File: config.mk
export PLATFORM = sky130hd
export DESIGN_NAME = pipe_hazard_ctrl
export DESIGN_NICKNAME = d
export VERILOG_FILES = /design/src/rtl/hz_pkg.sv /design/src/rtl/hz_fwd_pick.sv /design/src/rtl/hz_load_use.sv /design/src/rtl/pipe_hazard_ctrl.sv
export SDC_FILE = /design/constraint.sdc
export NUM_CORES = 1
export LEC_CHECK = 0
export ABC_AREA = 1
export BUFFER_PORTS_ARGS = -buffer_cell sky130_fd_sc_hd__buf_2
export CORE_MARGIN = 1.5
export CORE_UTILIZATION = 41
export DETAILED_ROUTE_END_ITERATION = 8
export MAX_ROUTING_LAYER = met4
export PLACE_DENSITY = 0.89
export SLEW_MARGIN = 20
export SYNTH_ARGS = -nofsm -noshare
export SYNTH_HDL_FRONTEND = slang
export SYNTH_SLANG_ARGS = --single-unit
File: constraint.sdc
create_clock -name clk -period 1 [get_ports clk]
set_input_delay 0.2 -clock clk [delete_from_list [all_inputs] [get_ports clk]]
set_output_delay 0.2 -clock clk [all_outputs]
set_load 0.05 [all_outputs]
File: src/rtl/hz_pkg.sv
package hz_pkg;
  typedef enum logic [1:0] {
    FWD_NONE = 2'b00,
    FWD_WX   = 2'b01,
    FWD_MX   = 2'b10
  } fwd_sel_e;
endpackage

File: src/rtl/hz_fwd_pick.sv
module hz_fwd_pick
  import hz_pkg::*;
#(
  parameter int IDX_W = 5
) (
  input  logic [IDX_W-1:0] src_idx,
  input  logic [IDX_W-1:0] near_rd,
  input  logic             near_we,
  input  logic [IDX_W-1:0] far_rd,
  input  logic             far_we,
  output fwd_sel_e         sel
);
  logic src_live, near_hit, far_hit;

  assign src_live = (src_idx != '0);
  assign near_hit = src_live && near_we && (near_rd == src_idx);
  assign far_hit  = src_live && far_we  && (far_rd  == src_idx);

  always_comb begin
    if (near_hit)     sel = FWD_MX;
    else if (far_hit) sel = FWD_WX;
    else              sel = FWD_NONE;
  end
endmodule

File: src/rtl/hz_load_use.sv
module hz_load_use #(
  parameter int IDX_W = 5
) (
  input  logic [IDX_W-1:0] rs1,
  input  logic [IDX_W-1:0] rs2,
  input  logic [IDX_W-1:0] load_rd,
  input  logic             load_we,
  input  logic             is_load,
  output logic             hazard
);
  logic producer_ok;

  assign producer_ok = is_load && load_we && (load_rd != '0);
  assign hazard = producer_ok && ((rs1 == load_rd) || (rs2 == load_rd));
endmodule

File: src/rtl/pipe_hazard_ctrl.sv
module pipe_hazard_ctrl
  import hz_pkg::*;
#(
  parameter int IDX_W = 5
) (
  input  logic             clk,
  input  logic             rst,
  input  logic [IDX_W-1:0] dec_rs1,
  input  logic [IDX_W-1:0] dec_rs2,
  input  logic [IDX_W-1:0] idex_rd,
  input  logic             idex_we,
  input  logic             idex_load,
  input  logic [IDX_W-1:0] exmem_rd,
  input  logic             exmem_we,
  input  logic             mispredict,
  output logic [1:0]       fwd_a_sel,
  output logic [1:0]       fwd_b_sel,
  output logic             hold_front,
  output logic             clear_ifid,
  output logic             clear_idex
);
  localparam int NSRC = 2;

  logic [IDX_W-1:0] src [NSRC];
  fwd_sel_e         sel_nxt [NSRC];
  fwd_sel_e         sel_q   [NSRC];
  logic             lu_hit;

  assign src[0] = dec_rs1;
  assign src[1] = dec_rs2;

  // The decode/execute producer becomes the execute/memory value next
  // cycle, and the execute/memory producer becomes the writeback value.
  for (genvar g = 0; g < NSRC; g++) begin : g_pick
    hz_fwd_pick #(.IDX_W(IDX_W)) u_pick (
      .src_idx (src[g]),
      .near_rd (idex_rd),
      .near_we (idex_we),
      .far_rd  (exmem_rd),
      .far_we  (exmem_we),
      .sel     (sel_nxt[g])
    );
  end

  hz_load_use #(.IDX_W(IDX_W)) u_lu (
    .rs1     (dec_rs1),
    .rs2     (dec_rs2),
    .load_rd (idex_rd),
    .load_we (idex_we),
    .is_load (idex_load),
    .hazard  (lu_hit)
  );

  always_comb begin
    hold_front = lu_hit && !mispredict;
    clear_ifid = mispredict;
    clear_idex = mispredict || lu_hit;
  end

  always_ff @(posedge clk) begin
    for (int i = 0; i < NSRC; i++) begin
      if (rst || clear_idex) sel_q[i] <= FWD_NONE;
      else                   sel_q[i] <= sel_nxt[i];
    end
  end

  assign fwd_a_sel = sel_q[0];
  assign fwd_b_sel = sel_q[1];
endmodule

Yosys cells after proc, flatten, opt, wreduce, memory -nomap -nowiden
Memories as Yosys holds them, arrays and structs flattened.
Index checks and enable logic that the tools add are counted.
{"block": "classes", "n_eq_ne": 6, "mux": 9, "n_bitwise": 2, "reduce_logical": 19}
{"operator": "$eq A5 B5 Y1", "count": 6}
{"operator": "$reduce_bool A5 Y1", "count": 3}
{"operator": "$logic_and A1 B1 Y1", "count": 12}
{"operator": "$mux W2", "count": 4}
{"operator": "$mux W1", "count": 5}
{"operator": "$logic_or A1 B1 Y1", "count": 3}
{"operator": "$or A1 B1 Y1", "count": 2}
{"operator": "$logic_not A1 Y1", "count": 1}
{"block": "totals", "ff_bits": 0, "ram_bits": 4, "inputBits": 26, "out_inout_bits": 7, "wordCells": 37, "memories": 1}
{"name": "sel_q", "words": 2, "width": 2, "read_ports": 2, "rd_ports_with_merged_regs": 0, "write_ports": 2, "line": "pipe_hazard_ctrl.sv:26", "text": "fwd_sel_e sel_q [NSRC];"}

Longest topological paths before layout
Gate-level depths: netlist of the first run.
{"block": "depth", "word_depth": 8, "ltp_mapped": 9, "ltp_nobuf": 9}

Cells and area by module
From an unflattened synthesis of the first run, not the netlist that was laid out.
{"block": "hier_totals", "hier_cells": 188, "area_unflattened_um2": 838.3}
{"mod": "hz_fwd_pick", "instances": 2, "cells_each": 62, "area_per_inst_um2": 245.2, "seq_area_each_um2": 0.0}
{"mod": "hz_load_use", "instances": 1, "cells_each": 45, "area_per_inst_um2": 202.7, "seq_area_each_um2": 0.0}
{"mod": "pipe_hazard_ctrl", "instances": 1, "cells_each": 19, "area_per_inst_um2": 145.1, "seq_area_each_um2": 80.1}

Worst setup path after synthesis of the first run
Ideal clock, no wire load.
{"block": "synth_path", "kind": "input port to output port", "from": "input dec_rs1[3]", "to": "output hold_front", "arrival_time_ns": 1.346, "t_required_ns": 0.800, "slack_ns": -0.546, "cell_stages": 8, "path_buffers": 0, "path_cell_list": "inv_1 > nand2_1 > nand2_1 > nor2_2 > nand3_2 > nand2_2 > nand2_2 > nor2_1"}
{"block": "synth_between", "elab_chain_len": 4}
{"element": "start, declared", "line": "pipe_hazard_ctrl.sv:8", "text": "input logic [IDX_W-1:0] dec_rs1,"}
{"element": "$eq A5 B5 Y1", "line": "hz_load_use.sv:14", "text": "assign hazard = producer_ok && ((rs1 == load_rd) || (rs2 == load_rd));"}
{"element": "$logic_or A1 B1 Y1", "line": "hz_load_use.sv:14"}
{"element": "$logic_and A1 B1 Y1", "line": "hz_load_use.sv:14"}
{"element": "$logic_and A1 B1 Y1", "line": "pipe_hazard_ctrl.sv:55", "text": "hold_front = lu_hit && !mispredict;"}
{"element": "end, declared", "line": "pipe_hazard_ctrl.sv:18", "text": "output logic hold_front,"}
No other way between the ends.

Worst setup path in the final report of the first run
Ends and elaborated chain as after synthesis.

==> impl_metrics.ini, run 1 <==
[status]
status = finished with violations
violations = negative setup slack

[worst_setup_path]
crit_chain = buf_6 -> inv_2 -> nand2_1 -> nand2_1 -> nor2_2 -> nand3_2 -> nand2_2 -> nand2_4 -> nor2_4 -> buf_8
cp_data_arrival_time_ns = 1.21
crit_required_ns = 0.80
critPathMaxFanout = 3
cpMaxStageDelayCell = buf_8
max_stage_delay_ns = 0.16
crit_path_end_kind = output port
worstSetupPathType = in -> out
worstSetupEndpoint = hold_front
crit_path_frequent_cell = nand2_1
crit_start = dec_rs1[3]
start_kind = input pin

[clock_tree]
cts-htree-levels = 1
cts-root-buf = clkbuf_4
cts_sinks = 4
cts_tree = yes
cts_buffer_depth = 2
clk_pin_slew_worst_paths_ns = 0.04
hold_buffers = 0
cts_buffers = 3

[finish]
antenna_cells = 0
drive_above_1_share_pct = 60.3
top_regs = sel_q x4
nets = 184
largest_register_ff_count = 4
fin_area_sq_um = 1110
area.growth.synth_to_final_pct = 107
layout_commonest_cell = nand2_1
top_register = sel_q
mostFrequentLayoutCells = nand2_1, buf_4, buf_2

[timing]
fin_crit_ns = 1.41
grt_setup_unrepaired = yes
worst_slack_ns = -0.412
slew-limit-headroom_pct = 82.1
finalHoldViolCount = 0
drv_slew = 0
fmax_ghz = 0.708
tns_ns = -1.08
period_share_pct = 141
worstMarginPinSlew_ns = 0.266
finalSetupViolations = 7

[floorplanning]
die_w_um = 39.2
fp.coreArea_sq_um = 1160
dieArea_sq_um = 1540
die_h_um = 39.2
fp-row-count = 12
ioPinCount = 33
initial_utilization_pct = 46.4

[power]
p_sw_mw = 0.321
power.share.sequential_pct = 19.7
power_frac_comb_pct = 54.2
ir_drop_mv = 0.483
p_leak_nw = 0.589
p_clk_share_pct = 26.1
cellPowerDensity_nw_per_um2 = 739
internal-power_mw = 0.497
switching_share_pct = 39.3

[global_route]
grt_pass1_wl_um = 3810
grt_overflow = 0
grt_pass1_vias = 869
antenna_found_initial = 0
grt_use_total_pct = 38.9
grt_max_degree = 6

[logic_synthesis]
synth_adder_area_share_pct = 0
synthesis.area_sq_um = 537
syn_inst = 100
seq_area_frac_synth_pct = 14.9
synth_cell_types = 19
yosys.area_share.simple_pct = 51.7
synth_xor_area_share_pct = 9.79
ys_ff_latch = 4
synth_top_family_by_area = simple AND/OR/NAND/NOR gates
synth_nets = 126
yosysWarnings = 0
synth_compound_area_share_pct = 9.56
avgSynthCellArea_sq_um = 5.37
synth_mux_area_share_pct = 0

[placed_design]
placed_cell_area_sq_um = 882
gp_congestion = 0.875
dp_hpwl_um = 1490
numPortBuffers = 32

[drt]
antenna_left = 0
routed_wl_um = 3430
drt-initial-drc-count = 101
drc = 0
wire_per_inst_um = 20.2
vias = 1046
drtPass1Iterations = 5
avgViaCountPerCell = 6.15

[job]
maxCapViolations = 0

[hold_path]
hold_path.class = in -> reg
per-stage QoR:
| step | power (mW) | utilization (%) | setup slack [ns] | hold WS (ns) | instances |
|---|---|---|---|---|---|
| floorplan | 0.315 | - | -0.173 | 0.399 | 100 |
| global placement | 0.461 | 76.3 | -0.397 | 0.490 | 165 |
| detailed placement | 0.473 | 76.3 | -0.452 | 0.503 | 165 |
| CTS | 0.734 | 91.6 | -0.247 | 0.260 | 172 |
| global route | 0.847 | 95.9 | -0.432 | 0.296 | 170 |
| finish | 0.819 | 95.9 | -0.412 | 0.303 | 170 |
kinds of logic after synthesis:
logic type / count (synthesis)
AOI/OAI and AO/OA: 9
and+or+nand+nor: 62
xor gates and xnor gates: 6
DFF: 4
buffers and inverters: 19
layer usage:
metal	GRT usage [%]	part of all wire (%)	vias to the layer above
li1	-	-	420
met1	42.7	34	465
met2	67.5	45	123
met3	10.4	13	38
met4	12.9	7.6	0
met5	-	0	-
synthesized netlist by cell type, drive strengths merged:
cell,n,share of area (%)
nand2,30,22
inv,18,13
nand4,1,1.2
a21oi,1,0.93
nor2,23,17
o21ai,5,4.7
o2111ai,1,1.6
nor3,1,0.93
buf,1,1.4
nand3,7,11
dfxtp,4,15
o22ai,2,2.3
xor2,2,3.3
xnor2,4,6.5
power by group through the flow:
stage                     clock, mW  combinational (mW)  sequential, mW
after floorplan                   0               0.148           0.167
after global placement            0               0.297           0.164
after detailed placement          0               0.309           0.164
after CTS                     0.204               0.368           0.162
after global routing          0.228               0.458           0.161
final                         0.214               0.443           0.161
final cells by class:
class                   instances  area, sq um
fillers                        29         47.5
flip-flops and latches          4         80.1
repair buffers                 54          454
clock buffers                   3         22.5
well taps                      14         17.5
multi-input cells              77          462
inverters                      18         72.6
how the worst min path moves through the flow:
stage | slack (ns) | endpoint | startpoint | cells past startpoint
3_5_place_dp | 0.50 | sel_q[0][0]$_SDFF_PP0_ | rst | 4
4_1_cts | 0.26 | sel_q[1][1]$_SDFF_PP0_ | rst | 4
5_1_grt | 0.30 | sel_q[0][1]$_SDFF_PP0_ | rst | 4
2_1_floorplan | 0.40 | sel_q[0][0]$_SDFF_PP0_ | rst | 3
6_report | 0.30 | sel_q[1][0]$_SDFF_PP0_ | rst | 4
3_3_place_gp | 0.49 | sel_q[0][0]$_SDFF_PP0_ | rst | 4
timing repair:
| action | 4_1_cts | 5_1_grt |
|---|---|---|
| resized for setup | 38 | 26 |
| setup endpoints to repair | 6 | 9 |
| buffers inserted | 8 | 0 |
| pin swaps | 21 | 11 |
worst max-delay path, delay by kind of cell:
family / cells / cell delay [ns]
buf+inv: 3 / 0.28
simple gates: 7 / 0.74
Note: power is estimated with default switching activity, not from simulation.
==> inputs of run 2 (changes only) <==
CORE_AREA = 2 2 39 41   (was default)
CORE_MARGIN = default   (was 1.5)
CORE_UTILIZATION = default   (was 41)
DIE_AREA = 0 0 41 43   (was default)
PLACE_DENSITY = 0.88   (was 0.89)
clock period = 1.7 ns   (was 1 ns; I/O delays follow)
==> run 2 against run 1 <==
The flow now finishes without violations. Total power is 55% lower. Utilization is 41 points lower. Hold slack better by 0.10 ns. Routed wire length is 54% lower. Critical endpoint unchanged. Sequential cell count stayed put.
==> impl_metrics.ini, run 2 (synthesis results as in run 1) <==
[status]
status = complete, no violations

[drt]
avgViaCountPerCell = 5.05
drtPass1Iterations = 4
routed_wl_um = 1570
drt-initial-drc-count = 31
wire_per_inst_um = 10.4
drc = 0
antenna_left = 0
vias = 762

[clock_tree]
cts_tree = yes
cts-root-buf = clkbuf_4
clk_pin_slew_worst_paths_ns = 0.04
cts_sinks = 4
cts-htree-levels = 1
cts_buffer_depth = 2
postCtsSetupRepairBufs = 0
cts_buffers = 3

[placed_design]
dp_cells = 148
numPortBuffers = 32
dp_hpwl_um = 1300
gp_congestion = 0.916
post-place-ws_ns = -0.0260

[floorplanning]
fp-row-count = 14
fp.coreArea_sq_um = 1380
initial_utilization_pct = 38.8
dieArea_sq_um = 1760
die_w_um = 41
die_h_um = 43
ioPinCount = 33

[finish]
layout_commonest_cell = buf_2
largest_register_ff_count = 4
final_cells = 151
area.growth.synth_to_final_pct = 40.8
nets = 163
top_register = sel_q
drive_above_1_share_pct = 34.8
top_regs = sel_q x4
utilization_pct = 54.6
mostFrequentLayoutCells = buf_2, nand2_1, nor2_1
antenna_cells = 0

[global_route]
grt_use_total_pct = 18.7
grt_overflow = 0
grt_max_degree = 6
grt_pass1_vias = 617
grt_pass1_wl_um = 2270
antenna_found_initial = 0

[worst_setup_path]
cp_data_arrival_time_ns = 1.30
crit_buf_inv = 3
cpMaxStageDelayCell = buf_6
critical-path-top-delay-family = simple AND/OR/NAND/NOR gates
crit_required_ns = 1.36
crit_chain = buf_2 -> inv_1 -> nand2_1 -> nand2_1 -> nor2_2 -> nand3_2 -> nand2_2 -> nand2_2 -> nor2_2 -> buf_6
start_kind = input pin
max_stage_delay_ns = 0.16
worstSetupPathType = in -> out
crit_path_end_kind = output port
critPathMaxFanout = 4

[hold_path]
hold_path.class = in -> reg

[timing]
worstMarginPinSlew_ns = 0.250
worst_slack_ns = 0.0617
finalSetupViolations = 0
period_share_pct = 96.4
finalHoldViolCount = 0
fmax_ghz = 0.610
slew-limit-headroom_pct = 83.5
fin_crit_ns = 1.64
drv_slew = 0

[power]
cellPowerDensity_nw_per_um2 = 487
p_leak_nw = 0.447
ir_drop_mv = 0.304

[job]
maxCapViolations = 0
run 2: changes by cell type in the layout (fill, tap and decap cells not counted), sizes merged:
cell    before  now
buf         51   33
clkbuf       6    3
run 2: path summary, 6_finish.rpt:
| path | from | cells past startpoint | end |
|---|---|---|---|
| max | dec_rs2[1] | 10 | hold_front |
| min | rst | 4 | sel_q[0][0]$_SDFF_PP0_ |
run 2: repair_timing:
item | in CTS | in global routing
endpoints found under the setup margin | 2 | 2
resized for setup | 2 | 3
pin swaps | 0 | 2
hold buffers | 0 | 0
run 2: power by group:
part / internal (mW) / switching [mW] / leakage [nW] / total, mW
logic: 0.0603 / 0.0904 / 0.401 / 0.151
clock network: 0.0792 / 0.0428 / 0.0138 / 0.122
registers: 0.0948 / 0.000122 / 0.0322 / 0.0950
run 2: cell type report:
| cell class | instances | area, sq um |
|---|---|---|
| inverter | 18 | 67.6 |
| clock buffer | 3 | 22.5 |
| tap | 16 | 20.0 |
| timing repair buffer | 33 | 176 |
| fill | 155 | 628 |
| sequential | 4 | 80.1 |
| multi-input combinational | 77 | 389 |
run 2: per-layer routing:
metal	vias up	global-route usage, %	part of all wire (%)
met3	2	4.71	9.1
li1	377	-	-
met1	334	22.0	40
met4	0	4.00	1.2
met2	49	30.6	49
met5	-	-	0
run 2: through the flow:
stage	instance area, sq um	total power, mW	hold slack [ns]	TNS [ns]
after floorplan	539	0.182	0.539	0
after global placement	719	0.238	0.635	0
after detailed placement	719	0.242	0.639	-0.0350
after CTS	747	0.366	0.399	0
after global routing	756	0.394	0.407	-0.0180
final	756	0.368	0.404	0
==> inputs of run 3 (changes only) <==
ABC_AREA = default   (was 1)
GPL_TIMING_DRIVEN = 0   (was default)
PLACE_DENSITY = 0.8   (was 0.88)
==> run 3 against run 2 <==
The flow now finishes with violations (negative setup slack). Sequential share of layout area shrank 1.6 points. First-iteration DRC count down 97%. Fmax decreased by 7.6%. Design area grew 18%. Global-route usage is 1.0 points higher. Count of clock-buffer cells in the layout is the same. Combinational power up 28%. Final cell count is 30% lower. Critical path type unchanged. Critical endpoint unchanged. Largest cell class unchanged.
==> impl_metrics.ini, run 3 <==
[finish]
top_register = sel_q
fillers = 114
nets = 118
layout_commonest_cell = buf_2
top_regs = sel_q x4
mostFrequentLayoutCells = buf_2, xor2_1, buf_6
drive_above_1_share_pct = 62.2
utilization_pct = 64.6
largest_register_ff_count = 4
antenna_cells = 0
area.growth.synth_to_final_pct = 106

[hold_path]
hold_path.class = in -> reg

[worst_setup_path]
cpMaxStageDelayCell = nor3_4
crit_path_end_kind = output port
max_stage_delay_ns = 0.24
worstSetupPathType = in -> out
crit_chain = buf_8 -> xnor2_2 -> nand3_2 -> nor3_4 -> o2111ai_4 -> nor2_2 -> buf_6
start_kind = input pin
critPathMaxFanout = 4
crit_required_ns = 1.36
cp_data_arrival_time_ns = 1.43

[placed_design]
gp_congestion = 0.754
dp_hpwl_um = 1020
numPortBuffers = 32

[timing]
drv_slew = 0
finalHoldViolCount = 0
slew-limit-headroom_pct = 80.5
fmax_ghz = 0.564
fin_crit_ns = 1.77
finalSetupViolations = 2
worst_slack_ns = -0.0731
worstMarginPinSlew_ns = 0.290
grt_setup_unrepaired = yes
period_share_pct = 104

[clock_tree]
cts_buffer_depth = 2
hold_buffers = 0
cts_sinks = 4
clk_pin_slew_worst_paths_ns = 0.03
cts-root-buf = clkbuf_4
cts_buffers = 3
cts_tree = yes
cts-htree-levels = 1

[floorplanning]
initial_utilization_pct = 31.4
die_w_um = 41
ioPinCount = 33
fp-row-count = 14
die_h_um = 43
dieArea_sq_um = 1760
fp.coreArea_sq_um = 1380

[logic_synthesis]
yosysWarnings = 0
async_flop_share_pct = 0
synth_nets = 77
synth_most_common_cell = xor2_1
ys_ff_latch = 4
seq_area_frac_synth_pct = 18.4
ys.flop_type = dfxtp_1
ys_top_cells_by_count = xor2_1, xnor2_1, dfxtp_1, nand3_1, nor2_1
avgSynthCellArea_sq_um = 8.51
synth_top_area_share_pct = 24.2
synth_cell_types = 20
synthTopCellsByArea = xor2_1, dfxtp_1, xnor2_1, nand3_1, nor3_2
syn_inst = 51
synth-edff-count = 0
synth.largest_area_cell = xor2_1
synthesis.area_sq_um = 434

[drt]
drt-initial-drc-count = 1
avgViaCountPerCell = 4.93
wire_per_inst_um = 13.3
drtPass1Iterations = 2
routed_wl_um = 1410
antenna_left = 0
vias = 523
drc = 0

[global_route]
grt_pass1_wl_um = 2270
grt_overflow = 0
antenna_found_initial = 0
grt_use_total_pct = 19.7
grt_pass1_vias = 582
grt_max_degree = 6

[power]
total_power_mw = 0.400
cellPowerDensity_nw_per_um2 = 448
p_leak_nw = 0.400
ir_drop_mv = 0.199

[status]
violations = negative setup slack
status = finished with violations

[job]
maxCapViolations = 0
-- run 3: changes by cell type after synthesis, sizes merged, moves of 2 or more --
cell   delta
nand2    -28
nor2     -20
inv      -18
xor2     +10
o21ai     -4
xnor2     +4
nand3     -3
nor3      +3
nor4      +2
o22ai     -2
or4       +2
-- run 3: cell type report --
| type | instances | area, sq um | area share, % |
|---|---|---|---|
| sequential | 4 | 80.1 | 8.96 |
| multi-input combinational | 46 | 472 | 52.8 |
| timing repair buffer | 36 | 292 | 32.6 |
| tap | 16 | 20.0 | 2.24 |
| clock buffer | 3 | 22.5 | 2.52 |
| buffer | 1 | 7.51 | 0.840 |
-- run 3: stage by stage --
| stage | std cells | cell area (sq um) | TNS (ns) | setup slack [ns] | hold WS [ns] |
|---|---|---|---|---|---|
| 6_report | 106 | 893 | -0.138 | -0.0731 | 0.383 |
| 5_1_grt | 106 | 893 | -0.313 | -0.165 | 0.388 |
| 3_3_place_gp | 99 | 617 | -0.437 | -0.219 | 0.618 |
| 2_1_floorplan | 51 | 437 | -0.145 | -0.0913 | 0.473 |
| 3_5_place_dp | 99 | 617 | -0.495 | -0.251 | 0.621 |
| 4_1_cts | 106 | 826 | 0 | 0.000594 | 0.371 |
-- run 3: report_power, final --
group | internal [mW] | switching [mW] | total [mW]
registers | 0.0950 | 0.0000939 | 0.0951
logic | 0.102 | 0.0913 | 0.193
clock network | 0.0785 | 0.0332 | 0.112
-- run 3: metal layers --
layer | routed length (um) | GRT usage (%) | up-vias
li1 | - | - | 262
met4 | 31 | 12.7 | 0
met2 | 825 | 35.0 | 26
met1 | 439 | 18.8 | 231
met3 | 114 | 1.05 | 4
met5 | 0 | - | -
-- run 3: path summary, 6_finish.rpt --
kind,start,endpoint,slack (ns),cells past startpoint
max,idex_rd[2],hold_front,-0.07,7
min,exmem_we,sel_q[0][0]$_SDFF_PP0_,0.38,3
-- run 3: cells by family after synthesis --
logic type	after synthesis	synth area share (%)
compound gates	5	8.64
xor+xnor	20	40.3
buf+inv	1	1.73
flops	4	18.4
simple gates	21	30.8
-- run 3: critical path, delay by kind of cell --
kind / cells / cell delay (ns)
AO/OA/AOI/OAI: 1 / 0.18
AND/OR/NAND/NOR: 3 / 0.48
XOR/XNOR: 1 / 0.16
buffers and inverters: 2 / 0.27
-- run 3: repair_timing --
action                                  4_1_cts  5_1_grt
buffers inserted                              4        0
endpoints found under the setup margin        2        2
gates resized for setup                      36       11
pin swaps                                    13        7
